**config.mk**
```make
export PLATFORM = sky130hd
export DESIGN_NAME = lsac_top
export DESIGN_NICKNAME = d
export VERILOG_FILES = /design/src/rtl/lsac_pkg.sv /design/src/rtl/lsac_agen.sv /design/src/rtl/lsac_classify.sv /design/src/rtl/lsac_arbiter.sv /design/src/rtl/lsac_top.sv
export SDC_FILE = /design/constraint.sdc
export NUM_CORES = 1
export LEC_CHECK = 0
export CAP_MARGIN = 25
export CORE_MARGIN = 2
export CORE_UTILIZATION = 65
export DETAILED_ROUTE_END_ITERATION = 10
export DONT_BUFFER_PORTS = 1
export PLACE_DENSITY = 0.81
export SLEW_MARGIN = 20
export SYNTH_ARGS = -nofsm -noshare
export SYNTH_HDL_FRONTEND = slang
export SYNTH_SLANG_ARGS = --single-unit
```
**constraint.sdc**
```tcl
create_clock -name clk -period 10.7 [get_ports clk]
set_input_delay 0.535 -clock clk [delete_from_list [all_inputs] [get_ports clk]]
set_output_delay 0.535 -clock clk [all_outputs]
set_load 0.005 [all_outputs]
```
**src/rtl/lsac_pkg.sv**
```systemverilog
package lsac_pkg;
  localparam int CAUSE_W = 5;
  localparam int COP_W   = 2;

  typedef enum logic [2:0] {
    K_BYTE   = 3'd0,
    K_HALF   = 3'd1,
    K_WORD   = 3'd2,
    K_DWORD  = 3'd3,
    K_UWORD  = 3'd4,
    K_C1WORD = 3'd5,
    K_C1DBL  = 3'd6,
    K_RSVD   = 3'd7
  } acc_kind_e;

  localparam logic [CAUSE_W-1:0] C_NONE  = 5'd0;
  localparam logic [CAUSE_W-1:0] C_RDADR = 5'd4;
  localparam logic [CAUSE_W-1:0] C_WRADR = 5'd5;
  localparam logic [CAUSE_W-1:0] C_ILLEG = 5'd10;
  localparam logic [CAUSE_W-1:0] C_COPUN = 5'd11;

  typedef struct packed {
    logic [1:0] size_lg;
    logic       cop1;
    logic       wide;
    logic       rsvd;
  } kind_info_t;
endpackage

```
**src/rtl/lsac_agen.sv**
```systemverilog
module lsac_agen #(
  parameter int ADDR_W = 64,
  parameter int IMM_W  = 16
) (
  input  logic [ADDR_W-1:0] base_i,
  input  logic [IMM_W-1:0]  imm_i,
  output logic [ADDR_W-1:0] ea_o
);
  localparam int EXT_W = ADDR_W - IMM_W;

  logic [ADDR_W-1:0] imm_sx;

  always_comb begin
    imm_sx = {{EXT_W{imm_i[IMM_W-1]}}, imm_i};
    ea_o   = base_i + imm_sx;
  end
endmodule

```
**src/rtl/lsac_classify.sv**
```systemverilog
module lsac_classify
  import lsac_pkg::*;
(
  input  logic [2:0]  kind_i,
  output kind_info_t  info_o
);
  always_comb begin
    info_o = '0;
    unique case (acc_kind_e'(kind_i))
      K_BYTE:   info_o.size_lg = 2'd0;
      K_HALF:   info_o.size_lg = 2'd1;
      K_WORD:   info_o.size_lg = 2'd2;
      K_DWORD:  begin info_o.size_lg = 2'd3; info_o.wide = 1'b1; end
      K_UWORD:  begin info_o.size_lg = 2'd2; info_o.wide = 1'b1; end
      K_C1WORD: begin info_o.size_lg = 2'd2; info_o.cop1 = 1'b1; end
      K_C1DBL:  begin info_o.size_lg = 2'd3; info_o.cop1 = 1'b1; end
      K_RSVD:   info_o.rsvd = 1'b1;
      default:  info_o.rsvd = 1'b1;
    endcase
  end
endmodule

```
**src/rtl/lsac_arbiter.sv**
```systemverilog
module lsac_arbiter
  import lsac_pkg::*;
#(
  parameter int ADDR_W = 64
) (
  input  logic                valid_i,
  input  logic [ADDR_W-1:0]   ea_i,
  input  kind_info_t          info_i,
  input  logic                store_i,
  input  logic                cu1_ok_i,
  input  logic                wide_en_i,
  output logic                req_o,
  output logic                exc_o,
  output logic [CAUSE_W-1:0]  cause_o,
  output logic [COP_W-1:0]    cop_o,
  output logic [ADDR_W-1:0]   aligned_o,
  output logic [ADDR_W-1:0]   bad_o
);
  localparam int LOW_W = 3;

  logic [LOW_W-1:0] low_mask;
  logic             misal;
  logic             cop_fault;
  logic             mode_fault;

  always_comb begin
    low_mask  = LOW_W'((4'd1 << info_i.size_lg) - 4'd1);
    misal     = |(ea_i[LOW_W-1:0] & low_mask);
    aligned_o = {ea_i[ADDR_W-1:LOW_W], ea_i[LOW_W-1:0] & ~low_mask};

    cop_fault  = info_i.cop1 & ~cu1_ok_i;
    mode_fault = info_i.rsvd | (info_i.wide & ~wide_en_i);

    cause_o = C_NONE;
    cop_o   = '0;
    bad_o   = '0;
    if (cop_fault) begin
      cause_o = C_COPUN;
      cop_o   = COP_W'(1);
    end else if (mode_fault) begin
      cause_o = C_ILLEG;
    end else if (misal) begin
      cause_o = store_i ? C_WRADR : C_RDADR;
      bad_o   = ea_i;
    end

    exc_o = valid_i & (cause_o != C_NONE);
    req_o = valid_i & (cause_o == C_NONE);
  end
endmodule

```
**src/rtl/lsac_top.sv**
```systemverilog
module lsac_top
  import lsac_pkg::*;
#(
  parameter int ADDR_W = 64,
  parameter int IMM_W  = 16
) (
  input  logic                clk,
  input  logic                rst_n,
  input  logic                in_valid,
  input  logic [2:0]          acc_kind,
  input  logic                is_store,
  input  logic [ADDR_W-1:0]   base_val,
  input  logic [IMM_W-1:0]    imm_val,
  input  logic                cu1_usable,
  input  logic                wide_en,
  output logic                mem_req,
  output logic [ADDR_W-1:0]   mem_addr,
  output logic                exc_valid,
  output logic [CAUSE_W-1:0]  exc_cause,
  output logic [ADDR_W-1:0]   bad_addr,
  output logic [COP_W-1:0]    cop_err
);
  localparam int SYNC_N = 2;

  logic [SYNC_N-1:0]  rst_pipe;
  logic               rst_ok;
  logic [ADDR_W-1:0]  ea;
  kind_info_t         info;
  logic               req_d, exc_d;
  logic [CAUSE_W-1:0] cause_d;
  logic [COP_W-1:0]   cop_d;
  logic [ADDR_W-1:0]  aligned_d, bad_d;
  logic               load_en;

  always_ff @(posedge clk or negedge rst_n) begin
    if (!rst_n) rst_pipe <= '0;
    else        rst_pipe <= {rst_pipe[SYNC_N-2:0], 1'b1};
  end
  assign rst_ok = rst_pipe[SYNC_N-1];

  lsac_agen #(.ADDR_W(ADDR_W), .IMM_W(IMM_W)) u_agen (
    .base_i (base_val),
    .imm_i  (imm_val),
    .ea_o   (ea)
  );

  lsac_classify u_class (
    .kind_i (acc_kind),
    .info_o (info)
  );

  lsac_arbiter #(.ADDR_W(ADDR_W)) u_arb (
    .valid_i   (in_valid),
    .ea_i      (ea),
    .info_i    (info),
    .store_i   (is_store),
    .cu1_ok_i  (cu1_usable),
    .wide_en_i (wide_en),
    .req_o     (req_d),
    .exc_o     (exc_d),
    .cause_o   (cause_d),
    .cop_o     (cop_d),
    .aligned_o (aligned_d),
    .bad_o     (bad_d)
  );

  assign load_en = in_valid;

  always_ff @(posedge clk or negedge rst_ok) begin
    if (!rst_ok) begin
      mem_req   <= 1'b0;
      exc_valid <= 1'b0;
    end else begin
      mem_req   <= req_d;
      exc_valid <= exc_d;
    end
  end

  always_ff @(posedge clk or negedge rst_ok) begin
    if (!rst_ok) begin
      mem_addr  <= '0;
      exc_cause <= '0;
      bad_addr  <= '0;
      cop_err   <= '0;
    end else if (load_en) begin
      mem_addr  <= aligned_d;
      exc_cause <= cause_d;
      bad_addr  <= bad_d;
      cop_err   <= cop_d;
    end
  end
endmodule

```
## Word-level counts from Yosys, hierarchy flattened

Cells that the tools add are included.

| cells by class | value |
|---|---|
| add/subtract/negate cells | 2 |
| multiply operators | 0 |
| divide/modulo/power cells | 0 |
| order comparisons | 0 |
| equality and inequality tests | 7 |
| shifts and indexed selects | 1 |
| muxes and demuxes | 12 |
| bitwise gates (word level) | 10 |
| reductions and logical operators | 7 |

Operators by type and width:

| operator | number |
|---|---|
| $mux 64 | 3 |
| $add 64x64->64 | 1 |
| $mux 5 | 3 |
| $eq 3x3->1 const B | 4 |
| $and 3x3->3 | 2 |
| $eq 3x2->1 const B | 2 |
| $pmux 2 s3 | 1 |
| $reduce_or 2->1 | 3 |
| $reduce_or 3->1 | 2 |
| $logic_not 5->1 | 1 |
| $mux 1 | 5 |
| $reduce_bool 5->1 | 1 |
| $and 1x1->1 | 4 |
| $eq 3x1->1 const B | 1 |
| $not 3->3 | 1 |
| $shl 1x2->3 const A | 1 |
| $sub 3x1->3 const B | 1 |
| $not 1->1 | 2 |
| $or 1x1->1 | 1 |

| storage, ports and cells | value |
|---|---|
| register bits after elaboration | 139 |
| latch bits | 0 |
| bits in writable memories | 0 |
| ROM bits | 0 |
| input bits | 89 |
| output and inout port bits | 137 |
| logic and storage cells | 46 |
| memories kept | 0 |

## Depth between registers and ports, before layout

| logic depth | value |
|---|---|
| word-level depth | 12 |
| gate-level depth with buffers | 12 |

## Cells and area by module

From an unflattened synthesis, not the netlist that was laid out.

| second synthesis, totals | value |
|---|---|
| cell total of the unflattened synthesis | 1068 |
| area, all modules | 10538.9 um^2 |

Modules (own cells, without submodules):

| module | times used | cells each | area each (um^2) | sequential area each (um^2) |
|---|---|---|---|---|
| lsac_top | 1 | 290 | 5308.8 | 3478.3 |
| lsac_agen | 1 | 608 | 4000.1 | 0.0 |
| lsac_arbiter | 1 | 159 | 1164.9 | 0.0 |
| lsac_classify | 1 | 11 | 65.1 | 0.0 |

## Worst setup path after synthesis

OpenSTA, ideal clock, no wires.

| path | value |
|---|---|
| path type | in2reg |
| start | input base_val[0] |
| end | register mem_addr[30] |
| library setup time | 0.125 ns |
| data arrival time | 2.899 ns |
| data required time | 10.575 ns |
| path slack | 7.676 ns |
| cell stages on the path | 12 |
| path buffers | 0 |
| cells stage by stage | ha_1 > inv_1 > fa_1 > and2b_1 > o2111ai_1 > a2111oi_2 > o21bai_1 > a21oi_4 > o21ai_2 > nor2b_1 > xnor2_1 > mux2_2 |

| on the way | value |
|---|---|
| cells in the longest elaborated chain, start to end | 1 |

RTL lines:

| what | line | text |
|---|---|---|
| start: declaration | lsac_top.sv:12 | `input logic [ADDR_W-1:0] base_val,` |
| $add 64x64->64 | lsac_agen.sv:15 | `ea_o = base_i + imm_sx;` |
| end signal: assignment | lsac_top.sv:86 | `mem_addr <= aligned_d;` |
| end: declaration | lsac_top.sv:17 | `output logic [ADDR_W-1:0] mem_addr,` |

Every way passes these cells.
A chain may end at the register's enable or synchronous reset.

## Worst setup path in the final report

| path | value |
|---|---|
| start | input base_val[0] |
| end | register mem_addr[52] |

Same word-level chain as after synthesis.

==> run_results.csv <==
group,metric,value,unit
outcome,status,"completed",
power_and_ir_drop,p_comb_share,23.5,%
grt,grtUsageTotal,32.12,%
yosys,synth_top_area_share,36.76,%
final_layout,nets,1147,
yosys,yosys_warnings,0,
yosys,synth_most_common_cell,"dfrtp_1",
worst_setup_path,cp_common_cell,"o21ai_0",
die,ios,226,
grt,grt_pass1_vias,7393,
drt,drtIter0Drc,572,
timing,fin_skew,0.007410,ns
yosys,ys_async_sr_fraction,100.0,%
yosys,synth_edf_count,0,
worst_setup_path,crit_arrival,3.41,ns
clocking,clk_latency,0.42,ns
job,max-cap-violations,0,
final_layout,area_growth,7.596,%
drt,drc,0,
worst_setup_path,cp_max_fo,3,
timing,relSlewSlack,36.47,%
die,core_area,0.01388,sq mm
timing,period_needed,3.096,ns
worst_setup_path,critPathSlowestCell,"nor3_1",
worst_setup_path,crit_buf_inv,1,
clocking,clk_pin_slew,0.07,ns
yosys,synth_top_area_cell,"dfrtp_1",
drt,via_count,7716,
power_and_ir_drop,vdd_ir_drop_max,0.1116,mV
power_and_ir_drop,clkPwrFrac,36.4,%
grt,grt_overflow,0,
placed_design,io_buffers,0,
placed_design,dp_hpwl,17.85,mm
timing,max_freq,323.0,MHz
clocking,htree_levels,4,
yosys,synth_ff_type,"dfrtp_1",
die,die_h,123.3,microns
clocking,cts_tree,"built",
clocking,cts.sinks,136,
yosys,syn-instance-count,1028,
drt,firstDrtPassIters,5,
clocking,cts.root.buffer_cell,"clkbuf_16",
die,die_width,123.3,microns
grt,grt_first_pass_wirelength,38.03,mm
timing,post-route-period-util,28.93,%
power_and_ir_drop,p_sw_share,32.52,%
timing,drv_slew,0,
power_and_ir_drop,power_density,177.8,mW/mm^2
timing,hold_viol_final,0,
worst_setup_path,reg2reg_slack,9.20,ns
worst_setup_path,worstPathRequired,11.01,ns
timing,setup_viol,0,
power_and_ir_drop,p_seq_share,40.1,%
grt,grt_max_degree,176,
clocking,cts_buffers,17,
clocking,clockBufferDepth,2,
yosys,yosysUniqueCellTypes,65,
drt,via_per_inst,6.500,
drt,detail_route.wl_per_cell,20.55,microns
worst_setup_path,path_cells,"ha_1 > inv_1 > fa_1 > and2b_1 > o2111ai_1 > a21oi_1 > o21ai_0 > a211oi_1 > nor3_1 > o21ai_0 > xor2_1 > mux2_2",
final_layout,drive_gt1_share,12.81,%
worst_setup_path,max_stage_delay,0.53,ns
timing,worst_slew_pin_slew,0.9443,ns
drt,ant_nets,0,
worst_setup_path,worstSetupPathType,"in2reg",
worst_setup_path,critPathTopFamily,"compound AO/OA/AOI/OAI gates",
timing,rsz0062_at_grt,"false",
die,fp-row-count,43,
drt,drt-total-wl,24.39,mm
power_and_ir_drop,p_sw,0.0005758,W
placed_design,gp_congestion,0.9621,
final_layout,num_antenna_cells,0,
die,die_area,0.01521,sq mm
yosys,ys_seq_area_share,36.76,%
grt,grt_antenna_before_repair,0,
yosys,synthTopCellsByArea,"dfrtp_1 (37%), ha_1 (8.5%), mux2_2 (6.0%)",
yosys,syn-cell-area,0.009258,sq mm
final_layout,post-route-util,71.76,%
yosys,avgSynthCellArea,9.005,sq um
power_and_ir_drop,p_leak,4.361,nW
worst_setup_path,cp-end-kind,"flip-flop",
yosys,synth.cells.most_frequent,"dfrtp_1 (136), a21oi_1 (87), nand2_1 (86)",
die,start_util,66.69,%
power_and_ir_drop,p_int,0.001195,W
worst_setup_path,worstSetupStartpointType,"input port",
yosys,ys_ff_latch,136,
worst_hold_path,hold_class,"in2reg",
timing,tns,0,ns
-- registers in the layout, indices dropped and copies added, names as in the netlist --
| name | cells |
|---|---|
| rst_pipe | 2 |
| bad_addr | 64 |
| cop_err | 1 |
| mem_addr | 64 |
| exc_valid | 1 |
| mem_req | 1 |
| exc_cause | 3 |
-- through the flow --
stage	worst slack, ns	power (W)	cells	cell area (sq um)	hold slack (ns)
2_1_floorplan	6.630	0.001022	1029	9261	0.2394
3_3_place_gp	7.271	0.001112	1153	9283	0.2395
3_5_place_dp	7.219	0.001125	1153	9283	0.2395
4_1_cts	7.663	0.001772	1186	9933	0.1929
5_1_grt	7.424	0.001855	1187	9961	0.1822
6_report	7.604	0.001771	1187	9961	0.2027
-- worst register-to-register path, cell delays in order, from the launching register on --
cell and delay [ns]:
dfrtp_4 0.90, buf_4 0.40, buf_16 0.32
-- metal layers --
metal	track usage, %	routed length (microns)
met4	12.50	727
met5	0	0
met1	42.10	10240
met3	10.15	2283
met2	49.62	11140
-- logic make-up (layout without fill, tap and decap cells) --
kind of cell	count (synthesis)	in the layout	synth area share [%]
fa+ha+maj	64	64	8.731
xor+xnor	61	61	5.771
other cells	2	3	0.08112
mux	49	49	5.960
simple gates	276	276	14.50
flops	136	136	36.76
buf+inv	118	96	4.974
compound gates	322	322	23.22
-- final cells by class --
cell class | count | area (sq um)
clock buffer | 18 | 429.2
clock inverter | 14 | 211.5
fill | 1048 | 3920
inverter | 58 | 217.7
multi-input combinational | 775 | 5403
sequential | 136 | 3407
tap | 180 | 225.2
timing repair buffer | 6 | 67.56
-- power by group through the flow --
stage	clock network, W	registers [W]	logic, W
floorplan	0	0.000690	0.000332
global placement	0	0.000717	0.000395
detailed placement	0	0.000719	0.000406
CTS	0.000649	0.000712	0.000411
global route	0.000673	0.000724	0.000458
finish	0.000645	0.000710	0.000416
-- worst paths after layout --
kind | endpoint | from | cells past startpoint
max in group asynchronous | bad_addr[56] | rst_pipe[1] | 2
worst max register to register | bad_addr[56] | rst_pipe[1] | 2
worst max-delay path | mem_addr[52] | base_val[0] | 12
worst min-delay path | mem_addr[63] | in_valid | 1
min in group asynchronous | rst_pipe[1] | rst_n | 1
worst min register to register | rst_pipe[1] | rst_pipe[0] | 0
-- layout by cell type (no fill, tap or decap), types with 9 or more instances in the layout --
cell type / netlist / routed
xor2_1: 19 / 19
xnor2_1: 42 / 42
a31o_2: 24 / 24
a21oi_1: 87 / 87
nand4_1: 29 / 29
nand2_1: 86 / 86
nand3_1: 33 / 33
nor2b_1: 29 / 29
nor2_1: 52 / 52
o21a_1: 12 / 12
a31oi_1: 9 / 9
nor3_1: 13 / 12
inv_1: 57 / 57
o21bai_1: 27 / 27
a21o_1: 28 / 28
mux2_2: 49 / 49
clkbuf_16: 0 / 17
ha_1: 63 / 63
dfrtp_1: 136 / 135
o2bb2ai_1: 14 / 14
o21ai_0: 60 / 60
-- what timing repair did --
action,in CTS,in global routing
hold endpoints to repair,2,0
gates resized for setup,0,0
buffers inserted,0,0
hold buffers,1,0
No activity file was read; power rests on OpenSTA's default activity.
